### src/rtl/tach_pkg.sv
package tach_pkg;
  localparam int unsigned ADDR_W   = 5;
  localparam int unsigned DATA_W   = 16;
  localparam int unsigned NARROW_W = 8;
  localparam int unsigned NUM_CH   = 2;
  localparam int unsigned NUM_EVT  = 3 * NUM_CH;
  localparam int unsigned IDX_W    = ADDR_W - 1;

  typedef enum logic [IDX_W-1:0] {
    IDX_CNT_A  = 4'd0,
    IDX_CAP_A  = 4'd1,
    IDX_CAP_B  = 4'd2,
    IDX_CNT_B  = 4'd3,
    IDX_PRESC  = 4'd4,
    IDX_CLKSEL = 4'd5,
    IDX_MODE   = 4'd6,
    IDX_PEND   = 4'd7,
    IDX_CLR    = 4'd8,
    IDX_IRQEN  = 4'd9,
    IDX_CMP_A  = 4'd10,
    IDX_CMP_B  = 4'd11,
    IDX_CMPCFG = 4'd12,
    IDX_SEL_A  = 4'd13,
    IDX_SEL_B  = 4'd14,
    IDX_NONE   = 4'd15
  } reg_idx_e;

  // tick select positions in the clock-select register
  localparam int unsigned CLKSEL_A_BIT = 0;
  localparam int unsigned CLKSEL_B_BIT = 3;
  // mode register fields
  localparam int unsigned MODE_EN_B_BIT   = 6;
  localparam int unsigned MODE_EN_A_BIT   = 5;
  localparam int unsigned MODE_EDGE_B_BIT = 4;
  localparam int unsigned MODE_EDGE_A_BIT = 3;
  localparam int unsigned MODE_M5_BIT     = 2;
  localparam int unsigned CFG_W           = 4;
endpackage

### src/rtl/tach_access.sv
module tach_access
  import tach_pkg::*;
(
  input  logic [ADDR_W-1:0] addr_i,
  input  logic [1:0]        be_i,
  output reg_idx_e          idx_o,
  output logic              ok_o
);
  logic wide;
  logic defined;

  always_comb begin
    idx_o   = addr_i[0] ? IDX_NONE : reg_idx_e'(addr_i[ADDR_W-1:1]);
    defined = !addr_i[0] && (idx_o != IDX_NONE);
    wide    = (idx_o inside {IDX_CNT_A, IDX_CAP_A, IDX_CAP_B, IDX_CNT_B,
                             IDX_CMP_A, IDX_CMP_B});
    ok_o    = defined && (wide ? (be_i == 2'b11) : (be_i == 2'b01));
  end
endmodule

### src/rtl/tach_presc.sv
module tach_presc #(
  parameter int unsigned PRESC_W = 8,
  parameter int unsigned NUM_CH  = 2
) (
  input  logic               clk_i,
  input  logic               rst_ni,
  input  logic [PRESC_W-1:0] presc_i,
  input  logic               restart_i,
  input  logic [NUM_CH-1:0]  ch_sel_i,
  output logic [NUM_CH-1:0]  tick_o
);
  logic [PRESC_W-1:0] cnt_q;
  logic run;
  logic base_tick;

  assign run       = |ch_sel_i;
  assign base_tick = run && (cnt_q == presc_i);

  always_ff @(posedge clk_i or negedge rst_ni) begin
    if (!rst_ni)                           cnt_q <= '0;
    else if (restart_i || !run || base_tick) cnt_q <= '0;
    else                                   cnt_q <= cnt_q + 1'b1;
  end

  for (genvar k = 0; k < NUM_CH; k++) begin : g_gate
    assign tick_o[k] = base_tick & ch_sel_i[k];
  end

  // after a ratio change the first tick is a full new period away
  p_restart_quiet_r9: assert property (@(posedge clk_i) disable iff (!rst_ni)
    restart_i |=> ((tick_o == '0) || (presc_i == '0)))
    else $error("R9 tick right after restart");
endmodule

### src/rtl/tach_irq.sv
module tach_irq #(
  parameter int unsigned NUM_EVT = 6
) (
  input  logic               clk_i,
  input  logic               rst_ni,
  input  logic [NUM_EVT-1:0] set_i,
  input  logic [NUM_EVT-1:0] clr_i,
  input  logic [NUM_EVT-1:0] en_i,
  output logic [NUM_EVT-1:0] pend_o,
  output logic               irq_o
);
  logic [NUM_EVT-1:0] pend_q;

  always_ff @(posedge clk_i or negedge rst_ni) begin
    if (!rst_ni) pend_q <= '0;
    else         pend_q <= (pend_q & ~clr_i) | set_i;
  end

  assign pend_o = pend_q;
  assign irq_o  = |(pend_q & en_i);

  p_clear_r5: assert property (@(posedge clk_i) disable iff (!rst_ni)
    (|(clr_i & ~set_i)) |=> ((pend_o & $past(clr_i & ~set_i)) == '0))
    else $error("R5 pending bit survived clear");

  p_set_wins_r7: assert property (@(posedge clk_i) disable iff (!rst_ni)
    (|set_i) |=> ((pend_o & $past(set_i)) == $past(set_i)))
    else $error("R7 event lost");

  p_irq_rise_r8: assert property (@(posedge clk_i) disable iff (!rst_ni)
    (|(set_i & en_i)) |=> (irq_o || (($past(set_i) & en_i) == '0)))
    else $error("R8 enabled event without interrupt");
endmodule

### src/rtl/tach_regfile.sv
module tach_regfile
  import tach_pkg::*;
(
  input  logic                clk_i,
  input  logic                rst_ni,
  input  logic                req_valid_i,
  input  logic                req_write_i,
  input  logic [ADDR_W-1:0]   req_addr_i,
  input  logic [1:0]          req_be_i,
  input  logic [DATA_W-1:0]   req_wdata_i,
  output logic                rsp_valid_o,
  output logic [DATA_W-1:0]   rsp_rdata_o,
  output logic                rsp_err_o,
  input  logic [DATA_W-1:0]   cnt_a_i,
  input  logic [DATA_W-1:0]   cap_a_i,
  input  logic [DATA_W-1:0]   cap_b_i,
  input  logic [DATA_W-1:0]   cnt_b_i,
  input  logic [NUM_CH-1:0]   cap_evt_i,
  input  logic [NUM_CH-1:0]   udf_evt_i,
  input  logic [NUM_CH-1:0]   cmp_evt_i,
  output logic [NUM_CH-1:0]   tick_o,
  output logic [NUM_CH-1:0]   ch_en_o,
  output logic [NUM_CH-1:0]   ch_edge_o,
  output logic                mode5_o,
  output logic [DATA_W-1:0]   cmp_a_o,
  output logic [DATA_W-1:0]   cmp_b_o,
  output logic [CFG_W-1:0]    cmp_cfg_a_o,
  output logic [CFG_W-1:0]    cmp_cfg_b_o,
  output logic [NUM_CH-1:0]   in_sel_o,
  output logic                irq_o
);
  reg_idx_e idx;
  logic     ok;
  logic     wr_ok;
  logic [NARROW_W-1:0] wbyte;

  logic [NARROW_W-1:0] presc_q, clksel_q, mode_q, cmpcfg_q;
  logic [NUM_EVT-1:0]  irqen_q;
  logic [DATA_W-1:0]   cmp_a_q, cmp_b_q;
  logic                sel_a_q, sel_b_q;

  logic [NUM_EVT-1:0]  evt_set, evt_clr, pend;
  logic [DATA_W-1:0]   rd_val;

  logic                rsp_valid_q, rsp_err_q;
  logic [DATA_W-1:0]   rsp_data_q;

  tach_access u_access (
    .addr_i (req_addr_i),
    .be_i   (req_be_i),
    .idx_o  (idx),
    .ok_o   (ok)
  );

  assign wr_ok = req_valid_i && req_write_i && ok;
  assign wbyte = req_wdata_i[NARROW_W-1:0];

  always_ff @(posedge clk_i or negedge rst_ni) begin
    if (!rst_ni) begin
      presc_q  <= '0;
      clksel_q <= '0;
      mode_q   <= '0;
      irqen_q  <= '0;
      cmp_a_q  <= '0;
      cmp_b_q  <= '0;
      cmpcfg_q <= '0;
      sel_a_q  <= 1'b0;
      sel_b_q  <= 1'b0;
    end else if (wr_ok) begin
      case (idx)
        IDX_PRESC:  presc_q  <= wbyte;
        IDX_CLKSEL: clksel_q <= wbyte;
        IDX_MODE:   mode_q   <= wbyte;
        IDX_IRQEN:  irqen_q  <= wbyte[NUM_EVT-1:0];
        IDX_CMP_A:  cmp_a_q  <= req_wdata_i;
        IDX_CMP_B:  cmp_b_q  <= req_wdata_i;
        IDX_CMPCFG: cmpcfg_q <= wbyte;
        IDX_SEL_A:  sel_a_q  <= wbyte[0];
        IDX_SEL_B:  sel_b_q  <= wbyte[0];
        default: ;
      endcase
    end
  end

  // event vector: captures, then underflows, then compare hits
  for (genvar k = 0; k < NUM_CH; k++) begin : g_evt
    assign evt_set[k]            = cap_evt_i[k];
    assign evt_set[NUM_CH+k]     = udf_evt_i[k];
    assign evt_set[2*NUM_CH+k]   = cmp_evt_i[k];
  end

  assign evt_clr = (wr_ok && idx == IDX_CLR) ? wbyte[NUM_EVT-1:0] : '0;

  tach_irq #(.NUM_EVT(NUM_EVT)) u_irq (
    .clk_i  (clk_i),
    .rst_ni (rst_ni),
    .set_i  (evt_set),
    .clr_i  (evt_clr),
    .en_i   (irqen_q),
    .pend_o (pend),
    .irq_o  (irq_o)
  );

  tach_presc #(.PRESC_W(NARROW_W), .NUM_CH(NUM_CH)) u_presc (
    .clk_i     (clk_i),
    .rst_ni    (rst_ni),
    .presc_i   (presc_q),
    .restart_i (wr_ok && idx == IDX_PRESC),
    .ch_sel_i  ({clksel_q[CLKSEL_B_BIT], clksel_q[CLKSEL_A_BIT]}),
    .tick_o    (tick_o)
  );

  always_comb begin
    case (idx)
      IDX_CNT_A:  rd_val = cnt_a_i;
      IDX_CAP_A:  rd_val = cap_a_i;
      IDX_CAP_B:  rd_val = cap_b_i;
      IDX_CNT_B:  rd_val = cnt_b_i;
      IDX_PRESC:  rd_val = DATA_W'(presc_q);
      IDX_CLKSEL: rd_val = DATA_W'(clksel_q);
      IDX_MODE:   rd_val = DATA_W'(mode_q);
      IDX_PEND:   rd_val = DATA_W'(pend);
      IDX_IRQEN:  rd_val = DATA_W'(irqen_q);
      IDX_CMP_A:  rd_val = cmp_a_q;
      IDX_CMP_B:  rd_val = cmp_b_q;
      IDX_CMPCFG: rd_val = DATA_W'(cmpcfg_q);
      IDX_SEL_A:  rd_val = DATA_W'(sel_a_q);
      IDX_SEL_B:  rd_val = DATA_W'(sel_b_q);
      default:    rd_val = '0;
    endcase
  end

  always_ff @(posedge clk_i or negedge rst_ni) begin
    if (!rst_ni) begin
      rsp_valid_q <= 1'b0;
      rsp_err_q   <= 1'b0;
      rsp_data_q  <= '0;
    end else begin
      rsp_valid_q <= req_valid_i;
      rsp_err_q   <= req_valid_i && !ok;
      rsp_data_q  <= (req_valid_i && !req_write_i && ok) ? rd_val : '0;
    end
  end

  assign rsp_valid_o = rsp_valid_q;
  assign rsp_err_o   = rsp_err_q;
  assign rsp_rdata_o = rsp_data_q;

  assign ch_en_o     = {mode_q[MODE_EN_B_BIT], mode_q[MODE_EN_A_BIT]};
  assign ch_edge_o   = {mode_q[MODE_EDGE_B_BIT], mode_q[MODE_EDGE_A_BIT]};
  assign mode5_o     = mode_q[MODE_M5_BIT];
  assign cmp_a_o     = cmp_a_q;
  assign cmp_b_o     = cmp_b_q;
  assign cmp_cfg_a_o = cmpcfg_q[CFG_W-1:0];
  assign cmp_cfg_b_o = cmpcfg_q[2*CFG_W-1:CFG_W];
  assign in_sel_o    = {sel_b_q, sel_a_q};

  p_bad_lane_r1: assert property (@(posedge clk_i) disable iff (!rst_ni)
    (req_valid_i && !req_be_i[0]) |=> (rsp_err_o && rsp_rdata_o == '0))
    else $error("R1 bad lane accepted");

  p_rsp_follows_r2: assert property (@(posedge clk_i) disable iff (!rst_ni)
    req_valid_i |=> rsp_valid_o)
    else $error("R2 missing response");

  p_no_spurious_r2: assert property (@(posedge clk_i) disable iff (!rst_ni)
    !req_valid_i |=> !rsp_valid_o)
    else $error("R2 spurious response");

  p_clr_reads_zero_r5: assert property (@(posedge clk_i) disable iff (!rst_ni)
    (req_valid_i && !req_write_i && req_addr_i == 5'h10 && req_be_i == 2'b01)
      |=> (!rsp_err_o && rsp_rdata_o == '0))
    else $error("R5 clear register read nonzero");
endmodule

### config.mk
export PLATFORM = sky130hd
export DESIGN_NAME = tach_regfile
export DESIGN_NICKNAME = d
export VERILOG_FILES = /design/src/rtl/tach_pkg.sv /design/src/rtl/tach_access.sv /design/src/rtl/tach_presc.sv /design/src/rtl/tach_irq.sv /design/src/rtl/tach_regfile.sv
export SDC_FILE = /design/constraint.sdc
export NUM_CORES = 1
export LEC_CHECK = 0
export ABC_CLOCK_PERIOD_IN_PS = 1700
export CAP_MARGIN = 20
export CORE_UTILIZATION = 47
export CTS_BUF_LIST = sky130_fd_sc_hd__clkbuf_16
export DETAILED_ROUTE_END_ITERATION = 7
export HOLD_SLACK_MARGIN = 0.06
export PLACE_DENSITY = 0.82
export SLEW_MARGIN = 20
export SYNTH_ARGS = -nofsm -noshare
export SYNTH_HDL_FRONTEND = slang
export SYNTH_SLANG_ARGS = --single-unit
### constraint.sdc
create_clock -name clk_i -period 1.7 [get_ports clk_i]
set_clock_uncertainty 0.15 [all_clocks]
set_input_delay 0.425 -clock clk_i [delete_from_list [all_inputs] [get_ports clk_i]]
set_output_delay 0.425 -clock clk_i [all_outputs]
set_load 0.005 [all_outputs]
==> flow_metrics.py <==
metrics = {
    "finish": {
        "final_layout_size_suffix_gt1_share_pct": 51.8,
        "area_growth_pct": 91.3,
        "mostFrequentLayoutCell": "buf_4",
        "final_nets": 881,
        "fin_area_sq_mm": 0.00990,
        "mostFrequentLayoutCells": "buf_4, dfrtp_1, clkdlybuf4s50_1",
    },
    "power_and_ir_drop": {
        "internal_power_mw": 4.48,
        "seqPwrFrac_pct": 41.4,
        "switchingPower_mw": 1.74,
        "power_frac_comb_pct": 21.4,
        "clkPwrFrac_pct": 37.2,
        "sw_frac_of_total_pct": 28.0,
        "irDropWorstVdd_v": 0.000996,
        "cellPowerDensity_mw_per_mm2": 629,
        "p_total_mw": 6.22,
        "p_leak_nw": 4.71,
    },
    "clocking": {
        "insertion_delay_ns": 0.36,
        "numCtsBuffers": 9,
        "clk_pin_slew_ns": 0.08,
        "cts-root-buf": "clkbuf_16",
        "clock_path_buffers": 2,
        "h-tree-depth": 3,
        "cts_tree": "done",
        "cts_num_sinks": 104,
    },
    "sta": {
        "finalCriticalPeriod_ns": 2.43,
        "layout_setup_ws_ns": -0.725,
        "finalSetupViolCount": 106,
        "slew_viol_final": 0,
        "final.period_utilization_pct": 143,
        "worst_pin_slew_ns": 0.733,
        "hold_viol_final": 0,
        "rsz0062_at_grt": "true",
        "fmax_ghz": 0.412,
        "relSlewSlack_pct": 51.1,
    },
    "critical_path": {
        "endpoint": "u_presc.cnt_q[1]",
        "crit_top_cell": "buf_6",
        "crit_fanout": 8,
        "reg2reg_setup_slack_ns": -0.32,
        "cp_data_required_time_ns": 1.79,
        "crit_chain": "buf_8, buf_6, buf_6, buf_6, or3_4, nor2_1, buf_4, buf_4, a211o_4, nor2_1",
        "cp_slowest_cell": "nor2_1",
        "worstSetupPathType": "in -> reg",
        "r2r-end": "u_presc.cnt_q[1]",
        "end_kind": "flip-flop",
        "r2r_start": "u_presc.cnt_q[7]",
        "cp-startpoint": "req_addr_i[4]",
        "rr_worst_depth": 8,
        "cp_slowest_stage_delay_ns": 0.50,
        "cp.arrival_ns": 2.52,
        "setup.worst_path.start_class": "input pin",
    },
    "synthesis": {
        "yosys.area.top_type_share_pct": 50.3,
        "synth_top_area_cell": "dfrtp_1",
        "synth_nets": 530,
        "netlist_area_sq_mm": 0.00517,
        "netlist_instances": 432,
        "yosysSeqAreaShare_pct": 50.3,
        "synth_area_leaders": "dfrtp_1, mux2_1, mux2_2, a22oi_1, mux2i_1",
        "yosys_warnings": 0,
        "synth_cell_types": 50,
        "ys.flop_type": "dfrtp_1",
        "avgSynthCellArea_sq_um": 12.0,
        "synth_edf_count": 0,
        "ys_ff_latch": 104,
        "synth-async-reset-ratio_pct": 100,
    },
    "placed_design": {
        "gp_congestion": 0.955,
        "portBuffers": 164,
        "place_hpwl_mm": 13.7,
        "place_area_sq_mm": 0.00798,
    },
    "floorplanning": {
        "placementRows": 37,
        "die_h_um": 107,
        "dieArea_sq_mm": 0.0114,
        "ios": 165,
        "initial_core_util_pct": 49.2,
        "core_area_sq_mm": 0.0105,
        "die_w_um": 107,
    },
    "run_status": {
        "outcome": "finished, violations left",
        "violations": "setup timing",
    },
    "drt": {
        "wirelength_mm": 33.5,
        "drc": 0,
        "via_per_inst": 7.31,
        "first_pass_iters": 6,
        "initialDrtViolationCount": 1195,
        "vias": 6744,
        "antenna_left": 0,
        "post_drt_wl_per_cell_um": 36.3,
    },
    "grt": {
        "track_usage_pct": 50.4,
        "grt_max_degree": 60,
        "antenna_found_initial": 2,
        "grt_overflow": 0,
        "grt_pass1_vias": 6510,
        "grt_pass1_wl_mm": 41.2,
    },
    "job": {
        "maxCapViolCount": 0,
    },
    "min_path": {
        "hold_class": "in -> reg",
    },
}
[registers in the layout (all words and copies together) (netlist names), 6 cells and up]
| name | cells |
|---|---|
| clksel_q | 8 |
| cmp_a_o | 16 |
| cmp_b_o | 16 |
| cmpcfg_q | 8 |
| irqen_q | 6 |
| mode_q | 8 |
| presc_q | 8 |
| rsp_rdata_o | 16 |
| u_irq.pend_o | 6 |
| u_presc.cnt_q | 8 |
[cell type report]
| type | count | area [sq um] |
|---|---|---|
| clock buffer | 9 | 225 |
| clock inverter | 5 | 81.3 |
| antenna | 1 | 2.50 |
| inverter | 5 | 23.8 |
| tap | 136 | 170 |
| fill | 269 | 612 |
| multi-input combinational | 296 | 3330 |
| timing repair buffer | 367 | 3460 |
| sequential | 104 | 2600 |
[cell families (layout without fill, tap and decap cells)]
kind of cell,after synthesis,in the layout,synth area share [%]
xor gates and xnor gates,14,14,2.37
DFF,104,104,50.3
AOI/OAI and AO/OA,88,88,12.4
and+or+nand+nor,98,98,10.6
buffers and inverters,32,386,3.12
adders and majority gates,1,1,0.242
muxes,95,95,20.9
other,0,1,0
[metrics by stage]
stage	hold slack, ns	setup WS (ns)	setup TNS [ns]	util [%]	instances
2_1_floorplan	-0.0206	-0.564	-41.25	-	432
6_report	0.312	-0.725	-46.68	94.2	923
3_5_place_dp	0.177	-1.10	-104.31	76.0	808
3_3_place_gp	0.173	-1.04	-96.63	76.0	808
5_1_grt	0.320	-0.688	-46.57	94.2	923
4_1_cts	0.304	-0.457	-26.08	91.0	910
[cell usage after synthesis (2+ instances only)]
| library cell | n |
|---|---|
| nor3_4 | 3 |
| nor3b_1 | 2 |
| dfrtp_1 | 104 |
| mux4_2 | 3 |
| nand2b_1 | 2 |
| a211o_1 | 2 |
| nor3_2 | 2 |
| buf_4 | 6 |
| nor3_1 | 7 |
| xnor2_1 | 9 |
| buf_2 | 3 |
| nor2b_1 | 5 |
| and2_1 | 5 |
| nand4_1 | 9 |
| buf_6 | 2 |
| o32ai_1 | 2 |
| xor2_1 | 5 |
| mux2i_1 | 17 |
| nor4_1 | 3 |
| a31oi_1 | 14 |
| a32oi_1 | 2 |
| a221oi_1 | 10 |
| inv_1 | 4 |
| a21oi_1 | 7 |
| nand3_1 | 9 |
| mux2_1 | 51 |
| mux2_2 | 24 |
| nand2_1 | 11 |
| o21ai_0 | 5 |
| clkbuf_1 | 13 |
| a21o_1 | 6 |
| nor2_1 | 27 |
| and3_1 | 5 |
| or3_1 | 3 |
| buf_1 | 3 |
| o22ai_1 | 4 |
| a22oi_1 | 30 |
[critical path, delay by kind of cell]
kind                   cells  cell delay [ns]
AND/OR/NAND/NOR            3             0.99
AO/OA/AOI/OAI              1             0.25
buffers and inverters      6             0.85
[what timing repair did]
item / in CTS / in global routing
hold buffers: 1 / 0
gates cloned: 2 / 0
endpoints found under the hold margin: 17 / 0
setup buffers: 87 / 27
setup endpoints to repair: 171 / 107
resized for setup: 277 / 74
pin swaps: 47 / 57
[power groups by stage]
stage                     Clock [mW]  Combinational, mW  Sequential [mW]
final                           2.32               1.33             2.58
after global routing            2.37               1.34             2.58
after CTS                       2.19               1.07             2.56
after detailed placement           0              0.853             2.62
after global placement             0              0.833             2.61
after floorplan                    0              0.273             2.61
[per-layer routing]
| metal | vias up | GRT usage, % | routed length (um) |
|---|---|---|---|
| li1 | 2335 | - | - |
| met1 | 3167 | 59.6 | 10400 |
| met4 | 0 | 35.4 | 3770 |
| met5 | - | 0 | 0 |
| met3 | 358 | 15.1 | 4930 |
| met2 | 884 | 78.5 | 14400 |
[how the worst min path moves through the flow]
| stage | startpoint | to | slack, ns | cells after the start |
|---|---|---|---|---|
| 2_1_floorplan | rst_ni | clksel_q[0] | -0.02 | 0 |
| 3_3_place_gp | rst_ni | mode_q[3] | 0.17 | 1 |
| 3_5_place_dp | rst_ni | mode_q[2] | 0.18 | 1 |
| 4_1_cts | req_valid_i | rsp_valid_o | 0.30 | 2 |
| 5_1_grt | req_valid_i | rsp_valid_o | 0.32 | 2 |
| 6_report | req_valid_i | rsp_valid_o | 0.31 | 2 |
(Power assumes the default switching activity.)
